File: config.mk
export PLATFORM = sky130hd
export DESIGN_NAME = swint_vector_ctrl
export DESIGN_NICKNAME = d
export VERILOG_FILES = /design/src/rtl/swint_pkg.sv /design/src/rtl/swint_nmi_sync.sv /design/src/rtl/swint_arbiter.sv /design/src/rtl/swint_mask_reg.sv /design/src/rtl/swint_vector_ctrl.sv
export SDC_FILE = /design/constraint.sdc
export NUM_CORES = 1
export LEC_CHECK = 0
export BUFFER_PORTS_ARGS = -buffer_cell sky130_fd_sc_hd__buf_2
export CAP_MARGIN = 20
export CORE_AREA = 2 2 39 41
export CTS_BUF_LIST = sky130_fd_sc_hd__clkbuf_4
export CTS_CLUSTER_SIZE = 20
export DETAILED_ROUTE_END_ITERATION = 10
export DIE_AREA = 0 0 41 43
export PLACE_DENSITY = 0.76
export SETUP_SLACK_MARGIN = 0.02
export SYNTH_ARGS = -nofsm -noshare
export SYNTH_HDL_FRONTEND = slang
export SYNTH_SLANG_ARGS = --single-unit
export TNS_END_PERCENT = 5
File: constraint.sdc
create_clock -name clk -period 1.3 [get_ports clk]
set_input_delay 0.13 -clock clk [delete_from_list [all_inputs] [get_ports clk]]
set_output_delay 0.13 -clock clk [all_outputs]
set_load 0.03 [all_outputs]
File: src/rtl/swint_pkg.sv
package swint_pkg;
  // Grant vector bit positions, highest priority at the top.
  localparam int GNT_W    = 4;
  localparam int GNT_NMI  = 3;
  localparam int GNT_GEN  = 2;
  localparam int GNT_TRAP = 1;
  localparam int GNT_HW   = 0;

  typedef logic [GNT_W-1:0] gnt_t;
endpackage

File: src/rtl/swint_nmi_sync.sv
// Synchronizes the active-low NMI pin and emits a one-cycle pulse on its
// falling edge.
module swint_nmi_sync #(
  parameter int STAGES = 2
) (
  input  logic clk,
  input  logic rst,
  input  logic pin_n_i,
  output logic fall_o
);
  logic [STAGES-1:0] sync_q;
  logic              prev_q;

  generate
    if (STAGES == 1) begin : g_one
      always_ff @(posedge clk) begin
        if (rst) sync_q <= '1;
        else     sync_q <= pin_n_i;
      end
    end else begin : g_chain
      always_ff @(posedge clk) begin
        if (rst) sync_q <= '1;
        else     sync_q <= {sync_q[STAGES-2:0], pin_n_i};
      end
    end
  endgenerate

  always_ff @(posedge clk) begin
    if (rst) prev_q <= 1'b1;
    else     prev_q <= sync_q[STAGES-1];
  end

  assign fall_o = prev_q & ~sync_q[STAGES-1];

  // A held-low pin yields only one pulse.
  assert_single_edge_R4: assert property (@(posedge clk) disable iff (rst)
    fall_o |=> !fall_o);
endmodule

File: src/rtl/swint_arbiter.sv
// Fixed-priority selection of one request per cycle and its vector.
module swint_arbiter
  import swint_pkg::*;
#(
  parameter int              VEC_W    = 6,
  parameter int              NUM_HW   = 4,
  parameter logic [VEC_W-1:0] NMI_VEC  = 6'h24,
  parameter logic [VEC_W-1:0] TRAP_VEC = 6'h22,
  parameter logic [VEC_W-1:0] HW_BASE  = 6'h01
) (
  input  logic              nmi_req_i,
  input  logic              gen_req_i,
  input  logic [VEC_W-1:0]  gen_vec_i,
  input  logic              trap_req_i,
  input  logic [NUM_HW-1:0] hw_req_i,
  input  logic              mask_i,
  output gnt_t              gnt_o,
  output logic [VEC_W-1:0]  vec_o,
  output logic              set_mask_o
);
  logic             hw_any;
  logic [VEC_W-1:0] hw_vec;

  // Lowest index wins: scan from the top so the last hit is the lowest.
  always_comb begin
    hw_any = 1'b0;
    hw_vec = '0;
    for (int i = NUM_HW - 1; i >= 0; i--) begin
      if (hw_req_i[i]) begin
        hw_any = 1'b1;
        hw_vec = HW_BASE + VEC_W'(i);
      end
    end
  end

  always_comb begin
    gnt_o = '0;
    vec_o = '0;
    if (nmi_req_i) begin
      gnt_o[GNT_NMI] = 1'b1;
      vec_o          = NMI_VEC;
    end else if (gen_req_i) begin
      gnt_o[GNT_GEN] = 1'b1;
      vec_o          = gen_vec_i;
    end else if (trap_req_i) begin
      gnt_o[GNT_TRAP] = 1'b1;
      vec_o           = TRAP_VEC;
    end else if (hw_any && !mask_i) begin
      gnt_o[GNT_HW] = 1'b1;
      vec_o         = hw_vec;
    end
  end

  // Trap is the only grant that leaves the mask alone.
  assign set_mask_o = gnt_o[GNT_NMI] | gnt_o[GNT_GEN] | gnt_o[GNT_HW];
endmodule

File: src/rtl/swint_mask_reg.sv
// Global interrupt-mask flag.
module swint_mask_reg (
  input  logic clk,
  input  logic rst,
  input  logic set_i,
  input  logic clr_i,
  output logic mask_o
);
  always_ff @(posedge clk) begin
    if (rst)        mask_o <= 1'b1;
    else if (set_i) mask_o <= 1'b1;
    else if (clr_i) mask_o <= 1'b0;
  end

  assert_rti_clears_R8: assert property (@(posedge clk) disable iff (rst)
    (clr_i && !set_i) |=> !mask_o);
  assert_set_wins_R8: assert property (@(posedge clk) disable iff (rst)
    set_i |=> mask_o);
endmodule

File: src/rtl/swint_vector_ctrl.sv
module swint_vector_ctrl
  import swint_pkg::*;
#(
  parameter int               VEC_W       = 6,
  parameter int               NUM_HW      = 4,
  parameter int               SYNC_STAGES = 2,
  parameter logic [VEC_W-1:0] NMI_VEC     = 6'h24,
  parameter logic [VEC_W-1:0] TRAP_VEC    = 6'h22,
  parameter logic [VEC_W-1:0] HW_BASE     = 6'h01
) (
  input  logic              clk,
  input  logic              rst,
  input  logic              nmi_pin_n_i,
  input  logic              nmi_instr_i,
  input  logic              gen_instr_i,
  input  logic [VEC_W-1:0]  gen_vec_i,
  input  logic              trap_instr_i,
  input  logic [NUM_HW-1:0] hw_irq_i,
  input  logic              rti_i,
  output logic              branch_o,
  output logic [VEC_W-1:0]  vec_o,
  output logic              mask_o
);
  logic             nmi_fall;
  logic             nmi_req;
  gnt_t             gnt;
  logic [VEC_W-1:0] sel_vec;
  logic             set_mask;
  logic             sw_any;

  swint_nmi_sync #(.STAGES(SYNC_STAGES)) u_sync (
    .clk     (clk),
    .rst     (rst),
    .pin_n_i (nmi_pin_n_i),
    .fall_o  (nmi_fall)
  );

  assign nmi_req = nmi_fall | nmi_instr_i;

  swint_arbiter #(
    .VEC_W    (VEC_W),
    .NUM_HW   (NUM_HW),
    .NMI_VEC  (NMI_VEC),
    .TRAP_VEC (TRAP_VEC),
    .HW_BASE  (HW_BASE)
  ) u_arb (
    .nmi_req_i  (nmi_req),
    .gen_req_i  (gen_instr_i),
    .gen_vec_i  (gen_vec_i),
    .trap_req_i (trap_instr_i),
    .hw_req_i   (hw_irq_i),
    .mask_i     (mask_o),
    .gnt_o      (gnt),
    .vec_o      (sel_vec),
    .set_mask_o (set_mask)
  );

  swint_mask_reg u_mask (
    .clk    (clk),
    .rst    (rst),
    .set_i  (set_mask),
    .clr_i  (rti_i),
    .mask_o (mask_o)
  );

  // Registered branch pulse and vector (vector holds between grants).
  always_ff @(posedge clk) begin
    if (rst) begin
      branch_o <= 1'b0;
      vec_o    <= '0;
    end else begin
      branch_o <= |gnt;
      if (|gnt) vec_o <= sel_vec;
    end
  end

  assign sw_any = nmi_req | gen_instr_i | trap_instr_i;

  assert_reset_R1: assert property (@(posedge clk)
    rst |=> (!branch_o && vec_o == '0 && mask_o));
  assert_generic_R2: assert property (@(posedge clk) disable iff (rst)
    (gen_instr_i && !nmi_req) |=>
      (branch_o && vec_o == $past(gen_vec_i) && mask_o));
  assert_nmi_instr_R3: assert property (@(posedge clk) disable iff (rst)
    nmi_instr_i |=> (branch_o && vec_o == NMI_VEC && mask_o));
  assert_nmi_pin_R4: assert property (@(posedge clk) disable iff (rst)
    nmi_fall |=> (branch_o && vec_o == NMI_VEC && mask_o));
  assert_trap_keeps_mask_R5: assert property (@(posedge clk) disable iff (rst)
    (trap_instr_i && !nmi_req && !gen_instr_i && !rti_i) |=>
      (branch_o && vec_o == TRAP_VEC && mask_o == $past(mask_o)));
  assert_one_grant_R6: assert property (@(posedge clk) disable iff (rst)
    $onehot0(gnt));
  assert_hw_blocked_R7: assert property (@(posedge clk) disable iff (rst)
    (mask_o && !sw_any) |=> !branch_o);
  assert_idle_R9: assert property (@(posedge clk) disable iff (rst)
    (!sw_any && hw_irq_i == '0) |=> !branch_o);
endmodule

==> results of run 1 <==
cell type report:
type,count,area [µm²]
clock buffers,4,30.0
repair buffers,28,150
multi-input cells,34,203
inverters,5,18.8
well taps,16,20.0
fillers,143,741
flip-flops and latches,11,221
cells in the mapped netlist, drive strengths merged:
master / count / area [µm²]
nand2b: 1 / 6.26
a221oi: 2 / 17.5
nor3: 3 / 15.0
dfxtp: 11 / 220
nor2: 5 / 18.8
nor4: 1 / 6.26
o31ai: 1 / 7.51
or2: 5 / 33.8
a22oi: 2 / 15.0
clkbuf: 1 / 3.75
or4: 1 / 7.51
a21oi: 4 / 20.0
a21o: 1 / 7.51
inv: 5 / 18.8
o21ai: 1 / 5.00
nor3b: 1 / 7.51
nor2b: 1 / 6.26
o22ai: 1 / 6.26
o21a: 1 / 7.51
nand2: 2 / 7.51
a211oi: 1 / 7.51
worst paths after layout:
check,from,cells past startpoint,endpoint
setup / recovery,u_sync.sync_q[1],4,u_mask.mask_o
hold / removal,nmi_pin_n_i,2,u_sync.sync_q[0]
setup reg to reg,u_sync.sync_q[1],4,u_mask.mask_o
hold reg to reg,u_sync.sync_q[0],1,u_sync.sync_q[1]
cell families after synthesis:
family                 Yosys count  synth area share
AND/OR/NAND/NOR                 20             0.244
AO/OA/AOI/OAI                   14             0.211
flip-flops                      11             0.494
buffers and inverters            6            0.0506
timing repair:
item	CTS	global route
hold endpoints to repair	0	0
pin swaps	1	1
resized for setup	1	1
endpoints found under the setup margin	1	2
report_power, final:
group / internal (mW) / switching [mW]
sequential: 0.354 / 0.00735
combinational: 0.0572 / 0.0700
clock: 0.139 / 0.107
total: 0.550 / 0.184
registers in the layout (all words and copies together) (netlist names):
signal,cells
u_mask.mask_o,1
u_sync.prev_q,1
vec_o,6
u_sync.sync_q,2
branch_o,1
per-stage QoR:
step / power, mW / std cells
floorplan: 0.436 / 51
global placement: 0.495 / 94
detailed placement: 0.497 / 94
CTS: 0.744 / 98
global route: 0.775 / 98
finish: 0.735 / 98
worst reg2reg max path, delay by kind of cell, from the launching register on:
kind            cells  cell delay (ps)
buf+inv             1               30
simple gates        2              680
flops               1              330
compound gates      1              150
layer usage:
layer | vias to the layer above | GRT usage
met2 | 11 | 0.203
li1 | 242 | -
met5 | - | 0
met3 | 0 | 0.0209
met1 | 203 | 0.180
met4 | 0 | 0.100
==> flow_summary.toml, run 1 <==
[sta]
hold_slack_ps = 47.9
clock_skew_ps = 0.802
post-route-min-period_ps = 1310
max_freq_mhz = 763
finalSetupTns_ps = -11.2
worst_slew_pin_slew_ps = 351
rsz0062_at_grt = "yes"
hold_violations = 0
setup_ws_ps = -11.2
finalCritPeriodShare = 1.01
relSlewSlack = 0.764
setup_viol = 1
drv_slew = 0

[power]
peakVddDrop_uv = 575
p_leak_nw = 0.310
power_density_nw_per_um2 = 1140

[placement]
place_area_um2 = 612
gp_congestion = 0.744
dpl.hpwl_um = 799
port-buffer-count = 24
dp_slack_ps = -63.6

[floorplan]
die_area_um2 = 1760
initial_core_util = 0.322
coreArea_um2 = 1380
fp.dieW_um = 41
die_y_um = 43
io_pins = 25
num_rows = 14

[critical_path]
slowest_stage = "or4_1"
slowest_delay_ps = 460
crit_path_cell_trace = "inv_2 -> a21o_1 -> or2_4 -> or4_1"
cp_top_family = "simple AND/OR/NAND/NOR gates"
end_kind = "flop"
cp_num_buf_inv = 1
cp-start-kind = "flop"
required_ps = 1440
cp_data_arrival_time_ps = 1450
critPathKind = "flop to flop"
r2r_slack_ps = -10
crit_fanout = 2

[clock_network]
htreeDepth = 1
clk_latency_ps = 260
clk_path_buf_depth = 2
cts_root_buf = "clkbuf_4"
cts-hold-fix-buffers = 0
cts_tree = "done"
cts-buffers-inserted = 3
clock-sinks = 11
post_cts_buffers = 0
clkTransAtPathRegs_ps = 70

[route]
drt-initial-drc-count = 2
route.vias.total = 456
vias_per_cell = 4.65
met1Wirelength_um = 462
drt_wl_total_um = 985
met3WireLength_um = 45
drc_errors = 0
ant_nets = 0
dr_wl_met2_um = 477
post_drt_wl_per_cell_um = 10.1
firstDrtPassIters = 2
top_layer = "met3"

[yosys]
syn_nets = 68
yosys_warnings = 0
syn_avg_cell_area_um2 = 8.73
synth_seq_area_share = 0.494
synthCells = 51
yosys_register_bits = 11
ys_types = 22
netlist_area_um2 = 445

[job]
cap_violations = 0

[layout]
fin_area_um2 = 643
utilization = 0.465
mostFrequentLayoutCell = "buf_2"
layout-drive-gt1-share = 0.476
diodes = 0
finalNetCount = 100
syn_to_final_growth_pct = 44.4
final_cell_mix = "24 x buf_2, 10 x dfxtp_1, 5 x nor2_1"

[grt]
grt_max_degree = 8
first_global_vias = 432
grt_pass1_wl_um = 1670
antenna_found_initial = 0
gr-total-overflow = 0
groute.usage.overall = 0.140

[min_path]
min_path_type = "primary input to flop"

[run_status]
violations = "setup timing"
status = "finished, violations left"
Power figures use the tool's default switching activity.
==> inputs of run 2 (changes only) <==
--- a/config.mk
+++ b/config.mk
@@ -7,14 +7,15 @@
 export LEC_CHECK = 0
 export BUFFER_PORTS_ARGS = -buffer_cell sky130_fd_sc_hd__buf_2
 export CAP_MARGIN = 20
-export CORE_AREA = 2 2 39 41
+export CORE_MARGIN = 2
+export CORE_UTILIZATION = 43
 export CTS_BUF_LIST = sky130_fd_sc_hd__clkbuf_4
 export CTS_CLUSTER_SIZE = 20
 export DETAILED_ROUTE_END_ITERATION = 10
-export DIE_AREA = 0 0 41 43
-export PLACE_DENSITY = 0.76
+export PLACE_DENSITY = 0.86
 export SETUP_SLACK_MARGIN = 0.02
 export SYNTH_ARGS = -nofsm -noshare
 export SYNTH_HDL_FRONTEND = slang
+export SYNTH_HIERARCHICAL = 1
 export SYNTH_SLANG_ARGS = --single-unit
-export TNS_END_PERCENT = 5
+export TNS_END_PERCENT = 1
==> flow_summary.toml, run 2 <==
[floorplan]
die_area_um2 = 1680
num_rows = 13
io_pins = 25
die_y_um = 41.0
coreArea_um2 = 1280
fp.dieW_um = 41.0
initial_core_util = 0.459

[grt]
first_global_vias = 517
antenna_found_initial = 0
groute.usage.overall = 0.190
grt_pass1_wl_um = 2040
grt_max_degree = 18
gr-total-overflow = 0

[yosys]
yosys_register_bits = 11
yosys-mux-area-fraction = 0.102
synth_top_area_frac = 0.374
synth_fa_ha_area_frac = 0
synth-compound-area-share = 0.108
synth-xor-area-share = 0
synthArstFlopShare = 0
ys.flop_type = "dfxtp_1"
synth_top_family_by_area = "simple AND/OR/NAND/NOR gates"
yosysTopAreaCell = "dfxtp_1"
ys_types = 22
ys_top_cells_by_count = "12 x nand2b_1, 11 x dfxtp_1, 6 x mux2i_1, 6 x nor2_1, 4 x nand2_1"
synth.area.top_cells = "dfxtp_1 37%, nand2b_1 13%, mux2i_1 10%"
yosysMostFrequentCell = "nand2b_1"
syn_avg_cell_area_um2 = 8.93
synth_seq_area_share = 0.374
synth-edff-count = 0
synth-simple-area-share = 0.378
synthCells = 66
yosys_warnings = 6
syn_nets = 83
netlist_area_um2 = 589

[critical_path]
end_kind = "flop"
crit_fanout = 4
critPathKind = "flop to flop"
slowest_delay_ps = 300
cp-start-kind = "flop"
required_ps = 1460
cp_data_arrival_time_ps = 1650
slowest_stage = "dfxtp_1"
crit_path_cell_trace = "nor2b_2 -> or2_4 -> buf_6 -> nor2_4 -> and2_4 -> nor4_4 -> buf_4 -> mux2i_1"

[power]
p_int_mw = 0.590
p_seq_frac = 0.447
peakVddDrop_uv = 481
p_comb_frac = 0.243
swShare = 0.273
switching_power_mw = 0.222
p_clk_frac = 0.309
p_leak_nw = 0.407
power_density_nw_per_um2 = 942
total_power_mw = 0.812

[placement]
port-buffer-count = 24
dp_slack_ps = -221
gp_congestion = 0.721
dpl.hpwl_um = 1060
post-place-cells = 113

[clock_network]
cts_tree = "done"
clkTransAtPathRegs_ps = 70
cts_root_buf = "clkbuf_4"
clk_path_buf_depth = 2
clk_latency_ps = 260
clock-sinks = 11
cts-buffers-inserted = 3
htreeDepth = 1

[sta]
finalCritPeriodShare = 1.15
post-route-min-period_ps = 1500
hold_violations = 0
clock_skew_ps = 5.00
finalSetupTns_ps = -1280
rsz0062_at_grt = "yes"
worst_slew_pin_slew_ps = 434
drv_slew = 0
max_freq_mhz = 669
setup_ws_ps = -196
setup_viol = 8
hold_slack_ps = 30.5
relSlewSlack = 0.707

[layout]
syn_to_final_growth_pct = 46.3
filler_cell_count = 114
layout-drive-gt1-share = 0.485
top_regs = "vec_o: 6 flops, u_sync/sync_q: 2 flops"
final_cell_mix = "24 x buf_2, 12 x nand2b_1, 10 x dfxtp_1"
seqCellArea_um2 = 221
finalNetCount = 121
mostFrequentLayoutCell = "buf_2"
diodes = 0
largest_reg_flops = 6
regMostFlops = "vec_o"
fin_cells = 118
multiInputGateArea_um2 = 370

[run_status]
violations = "setup timing"
status = "finished, violations left"

[route]
vias_per_cell = 4.86
top_layer = "met4"
met3WireLength_um = 65
ant_nets = 0
firstDrtPassIters = 5
drc_errors = 0
route.vias.total = 573
drt-initial-drc-count = 7
met1Wirelength_um = 605
post_drt_wl_per_cell_um = 12.0
dr_wl_met2_um = 727
drt_wl_total_um = 1420

[job]
cap_violations = 0

[min_path]
min_path_type = "primary input to flop"
[run 2: cell types whose count changed in the layout (fill, tap and decap cells not counted), moves of 2 or more]
cell,before,now
nand2b_1,1,12
mux2i_1,0,6
buf_4,4,9
or2_2,4,0
or2_1,0,3
a21oi_1,4,2
a221oi_1,2,0
a22oi_1,2,0
and2_1,0,2
buf_6,0,2
nand2_1,2,4
nor3_1,3,1
[run 2: layer usage]
| metal | vias up | track usage |
|---|---|---|
| li1 | 294 | - |
| met1 | 255 | 0.191 |
| met2 | 21 | 0.363 |
| met3 | 3 | 0.0326 |
| met4 | 0 | 0.100 |
| met5 | - | 0 |
[run 2: final cells by class]
type	count	area share
timing repair buffer	35	0.244
inverter	3	0.0131
tap	15	0.0218
sequential	11	0.257
multi-input combinational	50	0.430
clock buffer	4	0.0348
[run 2: worst max-delay path, delay by kind of cell (launching register included)]
family                 cells  cell delay [ps]
AND/OR/NAND/NOR            5              680
flip-flops                 1              300
multiplexers               1              120
buffers and inverters      2              300
[run 2: repair_timing]
| item | in CTS | in global routing |
|---|---|---|
| hold buffers | 0 | 0 |
| resized for setup | 5 | 2 |
| pin swaps | 3 | 1 |
| cloned | 0 | 0 |
| endpoints found under the setup margin | 7 | 8 |
| buffers inserted | 2 | 0 |
| endpoints found under the hold margin | 0 | 0 |
[run 2: path summary, 6_finish.rpt]
check	start	end	slack, ps	cells past startpoint
worst max-delay path	u_sync/prev_q	vec_o[5]	-200	8
worst min-delay path	rti_i	u_mask/mask_o	30	2
worst max register to register	u_sync/prev_q	vec_o[5]	-200	8
worst min register to register	u_sync/sync_q[0]	u_sync/sync_q[1]	430	1
[run 2: power by group through the flow]
stage	registers, mW	clock network (mW)	logic, mW
after floorplan	0.400	0	0.0790
after global placement	0.369	0	0.180
after detailed placement	0.370	0	0.184
after CTS	0.363	0.259	0.195
after global routing	0.366	0.269	0.213
final	0.363	0.251	0.198
[run 2: stage by stage]
stage | utilization | cell area [µm²]
floorplan | - | 606
global placement | 0.626 | 805
detailed placement | 0.626 | 805
CTS | 0.666 | 856
global route | 0.671 | 862
finish | 0.671 | 862
[run 2: cell families (layout without fill, tap and decap cells)]
| group | count (synthesis) | after routing |
|---|---|---|
| and+or+nand+nor | 36 | 36 |
| DFF | 11 | 11 |
| AOI/OAI and AO/OA | 8 | 8 |
| muxes | 6 | 6 |
| buffers and inverters | 5 | 42 |
